## src/rtl/agc_mode_pkg.sv

```systemverilog
package agc_mode_pkg;

  typedef enum logic [1:0] {
    MODE_PWRUP  = 2'd0,
    MODE_TRACK  = 2'd1,
    MODE_ATTACK = 2'd2
  } agc_mode_e;

  localparam int DRV_W = 4;

  localparam int BIT_FAST_CHG = 0;
  localparam int BIT_FAST_ATK = 1;
  localparam int BIT_SLOW_DIS = 2;
  localparam int BIT_SLOW_CHG = 3;

  localparam logic [DRV_W-1:0] DRV_FAST_CHG = DRV_W'(1) << BIT_FAST_CHG;
  localparam logic [DRV_W-1:0] DRV_FAST_ATK = DRV_W'(1) << BIT_FAST_ATK;
  localparam logic [DRV_W-1:0] DRV_SLOW_DIS = DRV_W'(1) << BIT_SLOW_DIS;
  localparam logic [DRV_W-1:0] DRV_SLOW_CHG = DRV_W'(1) << BIT_SLOW_CHG;

endpackage

```

## src/rtl/agc_rst_sync.sv

```systemverilog
module agc_rst_sync #(
  parameter int STAGES = 2
) (
  input  logic clk,
  input  logic rst_n,
  output logic rst_q_n
);

  logic [STAGES-1:0] sync_q;

  always_ff @(posedge clk or negedge rst_n) begin
    if (!rst_n) begin
      sync_q <= '0;
    end else begin
      sync_q <= {sync_q[STAGES-2:0], 1'b1};
    end
  end

  assign rst_q_n = sync_q[STAGES-1];

endmodule

```

## src/rtl/agc_run_cnt.sv

```systemverilog
module agc_run_cnt #(
  parameter int LIMIT = 8
) (
  input  logic clk,
  input  logic rst_n,
  input  logic clr,
  input  logic cnt_en,
  output logic near,
  output logic full
);

  localparam int W = (LIMIT < 2) ? 1 : $clog2(LIMIT + 1);
  localparam logic [W-1:0] LIM_V  = W'(LIMIT);
  localparam logic [W-1:0] NEAR_V = W'(LIMIT - 1);

  logic [W-1:0] cnt_q;
  logic [W-1:0] cnt_d;
  logic         cnt_ce;

  always_comb begin
    cnt_ce = 1'b0;
    cnt_d  = cnt_q;
    if (clr) begin
      cnt_ce = 1'b1;
      cnt_d  = '0;
    end else if (cnt_en && (cnt_q != LIM_V)) begin
      cnt_ce = 1'b1;
      cnt_d  = cnt_q + W'(1);
    end
  end

  always_ff @(posedge clk or negedge rst_n) begin
    if (!rst_n) begin
      cnt_q <= '0;
    end else if (cnt_ce) begin
      cnt_q <= cnt_d;
    end
  end

  assign near = (cnt_q == NEAR_V);
  assign full = (cnt_q == LIM_V);

endmodule

```

## src/rtl/agc_gain_seq.sv

```systemverilog
module agc_gain_seq
  import agc_mode_pkg::*;
(
  input  logic             clk,
  input  logic             rst_n,
  input  logic             shdn,
  input  logic             slice_data,
  input  logic             agc_above,
  input  logic             atk_near,
  output agc_mode_e        mode,
  output logic [DRV_W-1:0] gain_drv
);

  agc_mode_e        mode_q;
  agc_mode_e        mode_d;
  logic [DRV_W-1:0] drv_q;
  logic [DRV_W-1:0] drv_d;

  always_comb begin
    mode_d = mode_q;
    if (shdn) begin
      mode_d = MODE_PWRUP;
    end else begin
      case (mode_q)
        MODE_PWRUP:  if (slice_data) mode_d = MODE_TRACK;
        MODE_TRACK:  if (agc_above && atk_near) mode_d = MODE_ATTACK;
        MODE_ATTACK: if (!agc_above) mode_d = MODE_TRACK;
        default:     mode_d = MODE_PWRUP;
      endcase
    end
  end

  always_comb begin
    case (mode_d)
      MODE_PWRUP:  drv_d = DRV_FAST_CHG;
      MODE_ATTACK: drv_d = DRV_FAST_ATK;
      default:     drv_d = agc_above ? DRV_SLOW_DIS : DRV_SLOW_CHG;
    endcase
  end

  always_ff @(posedge clk or negedge rst_n) begin
    if (!rst_n) begin
      mode_q <= MODE_PWRUP;
      drv_q  <= DRV_FAST_CHG;
    end else begin
      mode_q <= mode_d;
      drv_q  <= drv_d;
    end
  end

  assign mode     = mode_q;
  assign gain_drv = drv_q;

endmodule

```

## src/rtl/agc_mode_ctrl.sv

```systemverilog
module agc_mode_ctrl
  import agc_mode_pkg::*;
#(
  parameter int HOLD_RUN = 54000,
  parameter int ATK_RUN  = 8
) (
  input  logic       clk,
  input  logic       rst_n,
  input  logic       shdn,
  input  logic       slice_data,
  input  logic       agc_above,
  output logic [3:0] gain_drv,
  output logic       thr_hold
);

  logic      rst_q_n;
  agc_mode_e mode;
  logic      atk_near;
  logic      atk_full_unused;
  logic      low_near_unused;
  logic      low_full;
  logic      atk_clr;
  logic      low_clr;

  agc_rst_sync #(.STAGES(2)) u_rst (
    .clk     (clk),
    .rst_n   (rst_n),
    .rst_q_n (rst_q_n)
  );

  assign atk_clr = shdn || !agc_above || (mode != MODE_TRACK);
  assign low_clr = shdn || slice_data;

  agc_run_cnt #(.LIMIT(ATK_RUN)) u_atk_run (
    .clk    (clk),
    .rst_n  (rst_q_n),
    .clr    (atk_clr),
    .cnt_en (1'b1),
    .near   (atk_near),
    .full   (atk_full_unused)
  );

  agc_run_cnt #(.LIMIT(HOLD_RUN)) u_low_run (
    .clk    (clk),
    .rst_n  (rst_q_n),
    .clr    (low_clr),
    .cnt_en (1'b1),
    .near   (low_near_unused),
    .full   (low_full)
  );

  agc_gain_seq u_seq (
    .clk        (clk),
    .rst_n      (rst_q_n),
    .shdn       (shdn),
    .slice_data (slice_data),
    .agc_above  (agc_above),
    .atk_near   (atk_near),
    .mode       (mode),
    .gain_drv   (gain_drv)
  );

  assign thr_hold = low_full;

endmodule

```

## config.mk

```make
export PLATFORM = sky130hd
export DESIGN_NAME = agc_mode_ctrl
export DESIGN_NICKNAME = d
export VERILOG_FILES = /design/src/rtl/agc_mode_pkg.sv /design/src/rtl/agc_rst_sync.sv /design/src/rtl/agc_run_cnt.sv /design/src/rtl/agc_gain_seq.sv /design/src/rtl/agc_mode_ctrl.sv
export SDC_FILE = /design/constraint.sdc
export NUM_CORES = 1
export LEC_CHECK = 0
export BUFFER_PORTS_ARGS = -buffer_cell sky130_fd_sc_hd__buf_2
export CORE_AREA = 4 4 59 61
export DETAILED_ROUTE_END_ITERATION = 8
export DIE_AREA = 0 0 63 65
export GPL_TIMING_DRIVEN = 0
export HOLD_SLACK_MARGIN = 0.03
export PLACE_DENSITY = 0.66
export SYNTH_ARGS = -nofsm -noshare
export SYNTH_HDL_FRONTEND = slang
export SYNTH_SLANG_ARGS = --single-unit
export TNS_END_PERCENT = 10
```

## constraint.sdc

```tcl
create_clock -name clk -period 2.5 [get_ports clk]
set_clock_uncertainty 0.05 [all_clocks]
set_input_delay 0.375 -clock clk [delete_from_list [all_inputs] [get_ports clk]]
set_output_delay 0.375 -clock clk [all_outputs]
set_load 0.01 [all_outputs]
```

=== Word level (Yosys, flattened, before mapping) ===
Cells that the tools add are included.

* $add $sub $neg: 2
* Eq/ne operators: 8
* Muxes and demuxes: 15
* Reductions and logical operators: 11

{| class="wikitable"
|+ Operators by type and width
! cell !! count
|-
| two-way mux 16 bit || 2
|-
| adder 16 x 1 -> 16 bit (second input constant) || 1
|-
| == test 16 bit (second input constant) || 1
|-
| != test 16 bit (second input constant) || 1
|-
| two-way mux 4 bit || 3
|-
| two-way mux 2 bit || 4
|-
| case mux 4 bit (2 select lines) || 1
|-
| case mux 2 bit (3 select lines) || 1
|-
| adder 4 x 1 -> 4 bit (second input constant) || 1
|-
| == test 2 bit (second input constant) || 2
|-
| == test 4 x 3 -> 1 bit (second input constant) || 1
|-
| zero test 2 bit || 2
|-
| two-way mux 1 bit || 4
|-
| != test 4 bit (second input constant) || 1
|-
| AND reduction 2 bit || 2
|-
| nonzero test 2 bit || 2
|-
| logical OR 1 bit || 3
|-
| == test 2 x 1 -> 1 bit (second input constant) || 1
|-
| != test 2 x 1 -> 1 bit (second input constant) || 1
|-
| logical AND 1 bit || 1
|-
| zero test 1 bit || 1
|}

* Flip-flop bits (word level): 28
* Input bits: 5
* Output and inout port bits: 5
* Logic and storage cells: 41

=== Logic depth before layout (Yosys ltp) ===
Gate-level depths: netlist of the first run.

* Depth in word-level cells: 7
* Depth in mapped cells: 5
* Mapped depth without buffers: 5

=== Hierarchy ===
A second synthesis of the first run with hierarchy kept.

* Cell total of the unflattened synthesis: 142
* Area, all modules: 1455.1 µm²

{| class="wikitable"
|+ Modules (own cells, without submodules)
! module !! times used !! cells an instance !! area each (µm²) !! sequential area each (µm²)
|-
| agc_run_cnt at u_low_run || 1 || 90 || 884.6 || 400.4
|-
| agc_gain_seq || 1 || 20 || 252.7 || 151.4
|-
| agc_run_cnt at u_atk_run || 1 || 26 || 242.7 || 100.1
|-
| agc_rst_sync || 1 || 3 || 53.8 || 50.0
|-
| agc_mode_ctrl || 1 || 3 || 21.3 || 0.0
|}

=== Worst setup path after synthesis of the first run ===
Ideal clock, no wire load.

* Path type: register -> output
* Start point: register u_low_run.cnt_q[0]
* End point: output thr_hold
* Arrival time: 1.407 ns
* Data required time: 2.075 ns
* Slack: 0.668 ns
* Cell stages (with the launch flop): 5
* Buffers on the path: 0
* Cells stage by stage: dfrtp_1 -> inv_1 -> ha_1 -> or4b_4 -> nor4_4

* Word-level cells in the longest chain between the ends: 1

{| class="wikitable"
|+ Ends and longest elaborated chain
! what !! line !! text
|-
| start: declaration || agc_run_cnt.sv:16 || <nowiki>logic [W-1:0] cnt_q;</nowiki>
|-
| start signal: assignment || agc_run_cnt.sv:36 || <nowiki>cnt_q <= cnt_d;</nowiki>
|-
| == test 16 bit || agc_run_cnt.sv:41 || <nowiki>assign full = (cnt_q == LIM_V);</nowiki>
|-
| end: declaration || agc_mode_ctrl.sv:13 || <nowiki>output logic thr_hold</nowiki>
|}

Every way passes these cells.

=== Worst setup path in the final report of the first run ===
Same ends and word-level chain as after synthesis.

==> results of run 1 <==
-- placed cells by master (no fill, tap or decap), drive strengths merged, types with 2 or more instances in the layout --
master / n
mux2i: 8
dfrtp: 27
nand2b: 5
ha: 4
o21ai: 3
a21oi: 11
or2: 2
nand3b: 5
nand3: 5
xor2: 3
nand4: 5
buf: 9
nand2: 13
o31ai: 4
or3: 6
inv: 6
clkbuf: 6
or4: 4
nor4: 6
nor2: 9
-- area by class of cell --
cell class	instances	area [sq um]
Clock buffer	4	26.3
Sequential cell	28	703
Fill cell	271	1420
Tap cell	33	41.3
Buffer	2	7.51
Timing Repair Buffer	10	55.1
Inverter	6	22.5
Multi-Input combinational cell	104	698
-- layer usage --
metal	vias to the layer above	wire length, um	part of all wire, %	global-route usage, %
li1	537	-	-	-
met1	543	1140	41	16.9
met2	6	1590	57	29.5
met3	2	40	1.4	2.08
met4	0	18	0.64	5.79
met5	-	0	0	0
-- cell usage after synthesis (5+ instances only) --
cell / count / area share, %
inv_1: 6 / 1.6
nor2_1: 9 / 2.4
nand3b_1: 5 / 2.6
a21oi_1: 11 / 3.8
nand2b_1: 5 / 2.2
nand2_1: 13 / 3.4
dfrtp_1: 27 / 47
or3_1: 6 / 2.6
nor4_1: 5 / 2.2
mux2i_1: 8 / 5.6
nand3_1: 5 / 1.7
-- through the flow --
step                      utilization [%]  instances  hold WS, ns
after global routing                 52.2        187        0.189
after CTS                            52.1        187        0.206
final                                52.2        187        0.215
after detailed placement             50.9        182        0.114
after global placement               50.9        182        0.110
after floorplan                         -        140       0.0294
-- sequential cells by signal, indices dropped and copies added, names as in the netlist --
signal           count
u_low_run.cnt_q     16
u_rst.sync_q         2
u_seq.mode           2
u_seq.gain_drv       4
u_atk_run.cnt_q      4
-- cell families (layout without fill, tap and decap cells) --
logic type      after synthesis  count (layout)
flops                        28              28
xor+xnor                      4               4
simple gates                 63              63
compound gates               24              24
mux                           8               8
fa+ha+maj                     4               4
buf+inv                       8              22
other cells                   1               1
-- final timing paths --
kind	startpoint	endpoint	slack, ns
max in group asynchronous	u_rst.sync_q[1]$_DFF_PN0_	u_low_run.cnt_q[0]$_DFFE_PN0P_	1.29
min reg2reg	u_rst.sync_q[0]$_DFF_PN0_	u_rst.sync_q[1]$_DFF_PN0_	0.33
min in group asynchronous	rst_n	u_rst.sync_q[0]$_DFF_PN0_	0.30
max reg2reg	u_low_run.cnt_q[0]$_DFFE_PN0P_	u_low_run.cnt_q[0]$_DFFE_PN0P_	0.57
max	u_low_run.cnt_q[0]$_DFFE_PN0P_	thr_hold	0.12
min	agc_above	u_seq.gain_drv[3]$_DFF_PN0_	0.22
-- repair_timing --
item                       CTS  global route
resized for setup            0             1
hold endpoints to repair     2             0
hold buffers                 1             0
setup endpoints to repair    0             1
-- power groups by stage --
stage	clock [mW]	combinational (mW)	sequential [mW]
2_1_floorplan	0	0.0271	0.483
3_3_place_gp	0	0.0417	0.484
3_5_place_dp	0	0.0434	0.485
4_1_cts	0.202	0.0449	0.477
5_1_grt	0.224	0.0490	0.480
6_report	0.193	0.0440	0.476
-- worst max-delay path: stages (launching register included) --
cell and delay [ns]:
dfrtp_2 0.47, inv_1 0.09, ha_1 0.15, or4b_4 0.48, nor4_4 0.24, buf_2 0.20
==> results.tsv, run 1 <==
metric	value	unit
share of layout cells above drive strength 1	13.0	%
Max Cap Viol	0	
status	complete, no violations	
GRT Total Usage	15.3	%
DIE HEIGHT	65	um
final slew viol count	0	
initial antenna violation count	0	
Setup Slack @ Placement	0.418	ns
largest family of logic cells by synthesized area	simple AND/OR/NAND/NOR gates	
clock sink count	28	
Top Ports	10	
Tot Pwr	0.713	mW
Final min period	2.38	ns
synthesized area	1430	sq um
row count	20	
Synth Net Count	149	
final setup vio count	0	
Hold Path Class	in2reg	
Antenna Nets Post-Route	0	
# nets final	164	
Reg power frac	66.8	%
# diodes	0	
first-pass GRT wire length	5.00	mm
worst-margin pin slew	1.07	ns
YS warnings	0	
Int Power	0.544	mW
H-tree depth	1	
Gate power share	6.2	%
Unique masters post-synth	33	
Synth Instances	140	
Routed WL	2.79	mm
crit start category	register	
vias in the first global route	1161	
f_max	421	MHz
DP HPWL	2.05	mm
total gr overflow	0	
net load switching power	0.169	mW
clk_lat worst skew	0.32	ns
pin count of the biggest net entering global routing	27	
Synth async-reset ratio	100	%
Area Overhead vs Synth	8.66	%
crit path capture type	output port	
dominant synthesized flop cell	dfrtp_1	
CP Class	reg2out	
Setup TNS Final	0	ns
Compound-Gate Fraction of Synth Area	10.3	%
worst endpoint required time	2.08	ns
Seq/Total Area, Yosys	49.1	%
switching portion of total power	23.7	%
Worst Path Arrival	1.95	ns
Final Wtd Congestion	0.760	
Iter 0 DRT Violations	15	
Rel. slew slack	28.8	%
Critical Path Fanout Max	6	
Port Buf Inserts	9	
DR WL/cell	14.9	um
CTS clk-pin slew, worst paths	0.15	ns
Post-Synth Simple-Gate Area	26.7	%
clock power share	27.0	%
Cells on Worst Hold Path	2	
VDD IR max	246	uV
Fin. Hold Viols	0	
RSZ-0062 raised after global routing	false	
mux share of post-synthesis cell area	5.60	%
initial core utilization	48.0	%
first drt pass iteration count	4	
DR vias	1088	
Post-CTS Setup Inserts	0	
area share of fa/ha/maj cells after synthesis	3.50	%
Lkg Pwr	0.621	nW
Vias/cell	5.82	
final worst setup slack	0.125	ns
die extent in x	63	um
CTS tree	done	
period utilization	95.0	%
post-layout instance area	1550	sq um
Register-to-Register Path Depth	5	
placed inst area	1520	sq um
Pwr per Cell Area	459	nW/um^2
core area	2980	sq um
Post-synth EDFFs	0	
Mean Syn Cell Area	10.2	sq um
CTS root buf	clkbuf_4	
Residual DRC	0	
xor and xnor area share after synthesis	2.45	%
Max clock buf depth	2	
Yosys reg bits	28	
Num CTS Buffers	3	
total die area	4100	sq um
(Power assumes the default switching activity.)
==> inputs of run 2 (changes only) <==
ABC_AREA = 1   (was unset)
CORE_AREA = 4 4 64 66   (was 4 4 59 61)
DIE_AREA = 0 0 68 70   (was 0 0 63 65)
PLACE_DENSITY = 0.65   (was 0.66)
SYNTH_HIERARCHICAL = 1   (was unset)
==> results.tsv, run 2 <==
metric	value	unit	change
status	complete, no violations		
Reg power frac	57.0	%	-9.8 points
number of flip-flops in the largest register	16		unchanged
VDD IR max	253	uV	+2.8%
synthesized area	1680	sq um	+18%
crit path capture type	output port		
YS warnings	6		+6
worst-margin pin slew	1.04	ns	-0.0243 ns
f_max	495	MHz	+18%
Hold Path Class	in2reg		
Final min period	2.02	ns	-0.357 ns
Top reg by flops	u_low_run/cnt_q		
Top Ports	10		unchanged
Worst path max stage delay	0.46	ns	-0.02 ns
initial core utilization	47.0	%	-1.0 points
worst endpoint required time	2.08	ns	about the same
pin count of the biggest net entering global routing	27		unchanged
vias in the first global route	1406		+21%
# nets final	262		+60%
Max clock buf depth	2		unchanged
Synth Instances	232		+66%
Pwr per Cell Area	447	nW/um^2	-2.5%
switching portion of total power	22.7	%	-1.0 points
CP Cell Sequence	inv_1, ha_1, inv_1, nor2_1, nand2_2, nor2_4, buf_2		
most common cell after layout, fill and taps aside	nand2_1		
share of layout cells above drive strength 1	11.1	%	-1.9 points
Mean Syn Cell Area	7.25	sq um	-29%
Cells on Worst Hold Path	2		unchanged
most frequent cells in the layout	81 x nand2_1, 31 x nor2_1, 27 x dfrtp_1, 23 x inv_1, 18 x nand3_1		
DR WL/cell	11.1	um	-26%
core area	3580	sq um	+20%
initial antenna violation count	0		unchanged
die extent in x	68	um	+7.9%
period utilization	80.7	%	-14 points
# diodes	0		unchanged
Setup crit start	u_low_run/cnt_q[0]$_DFFE_PN0P_		
DP HPWL	2.54	mm	+24%
final worst setup slack	0.481	ns	+0.357 ns
Area Overhead vs Synth	11.3	%	
Rel. slew slack	30.4	%	+1.6 points
Antenna Nets Post-Route	0		unchanged
total gr overflow	0		unchanged
CTS tree	done		
Critical Path Fanout Max	5		-1
slowest cell on the critical path	dfrtp_1		
DIE HEIGHT	70	um	+7.7%
GRT Total Usage	16.6	%	+1.3 points
CTS clk-pin slew, worst paths	0.15	ns	about the same
H-tree depth	1		unchanged
Vias/cell	4.78		-18%
final setup vio count	0		unchanged
crit start category	register		
total die area	4760	sq um	+16%
# fillers	379		+40%
Top cell by count, worst path	inv_1		
Post-Place Cells	295		+62%
Post-CTS Setup Inserts	0		unchanged
final slew viol count	0		unchanged
Final Instance Count excl. Fillers	300		+60%
row count	22		+10%
CTS root buf	clkbuf_4		
Port Buf Inserts	9		unchanged
Worst Path Arrival	1.59	ns	-0.36 ns
Residual DRC	0		unchanged
Setup Slack @ Placement	0.661	ns	+0.242 ns
Max Cap Viol	0		unchanged
net load switching power	0.190	mW	+13%
RSZ-0062 raised after global routing	false		
Int Power	0.648	mW	+19%
clock sink count	28		unchanged
Routed WL	3.33	mm	+19%
Iter 0 DRT Violations	49		+34
Lkg Pwr	0.931	nW	+50%
Fin. Hold Viols	0		unchanged
Gate power share	7.5	%	+1.3 points
Final Wtd Congestion	0.887		+17%
DR vias	1434		+32%
FF-to-FF Start	u_low_run/cnt_q[0]$_DFFE_PN0P_		
hold path start	slice_data		
Register-to-Register Path Depth	10		+5
Tot Pwr	0.838	mW	+17%
first-pass GRT wire length	6.22	mm	+25%
Setup TNS Final	0	ns	unchanged
clock power share	35.6	%	+8.6 points
CP Class	reg2out		
clk_lat worst skew	0.33	ns	about the same
Num CTS Buffers	3		unchanged
Worst Hold Slack	0.177	ns	-0.0388 ns
first drt pass iteration count	4		unchanged
-- run 2: changes by cell type in the layout (fill, tap and decap cells not counted), sizes merged, moves of 10 or more --
cell / previous run / this run
a21oi: 11 / 0
inv: 6 / 25
nand2: 13 / 83
nand3: 5 / 19
nand4: 5 / 15
nor2: 9 / 37
-- run 2: area by class of cell --
type                    instances  area, sq um  area share [%]
flip-flops and latches         28          702            37.5
well taps                      48         60.1            3.21
inverters                      25         93.8            5.01
plain buffers                   4         25.0            1.34
clock buffers                   3         22.5            1.20
clock inverters                 1         30.0            1.60
repair buffers                 10         55.1            2.94
multi-input cells             181          885            47.2
-- run 2: final timing paths --
kind | to | slack [ns]
setup / recovery | thr_hold | 0.48
hold / removal | u_seq/gain_drv[0]$_DFF_PN1_ | 0.18
setup reg to reg | u_low_run/cnt_q[12]$_DFFE_PN0P_ | 0.78
hold reg to reg | u_rst/sync_q[1]$_DFF_PN0_ | 0.33
max in group asynchronous | u_low_run/cnt_q[14]$_DFFE_PN0P_ | 1.39
min in group asynchronous | u_rst/sync_q[0]$_DFF_PN0_ | 0.28
-- run 2: worst max-delay path: cells and delay by family, from the launching register on --
kind	cells	cell delay, ns
buffers and inverters	3	0.31
and+or+nand+nor	3	0.34
DFF	1	0.46
adders and majority gates	1	0.15
-- run 2: power by group through the flow --
stage	Clock, mW	Combinational [mW]	Sequential (mW)
2_1_floorplan	0	0.0410	0.486
3_3_place_gp	0	0.0614	0.487
3_5_place_dp	0	0.0619	0.487
4_1_cts	0.312	0.0632	0.478
5_1_grt	0.332	0.0721	0.482
6_report	0.298	0.0627	0.477
-- run 2: metrics by stage --
step,util (%),area (sq um)
3_3_place_gp,50.6,1810
6_report,52.3,1870
4_1_cts,52.3,1870
2_1_floorplan,-,1710
3_5_place_dp,50.6,1810
5_1_grt,52.3,1870
-- run 2: layer usage --
layer / track usage, % / share of wire (%) / vias up / wire (um)
li1: - / - / 760 / -
met1: 21.7 / 49 / 657 / 1620
met2: 27.5 / 47 / 15 / 1550
met3: 3.86 / 3.6 / 2 / 121
met4: 3.31 / 0.81 / 0 / 27
met5: 0 / 0 / - / 0
-- run 2: timing repair --
| item | CTS | global route |
|---|---|---|
| hold endpoints to repair | 2 | 0 |
| hold buffers | 1 | 0 |
| resized for setup | 0 | 0 |
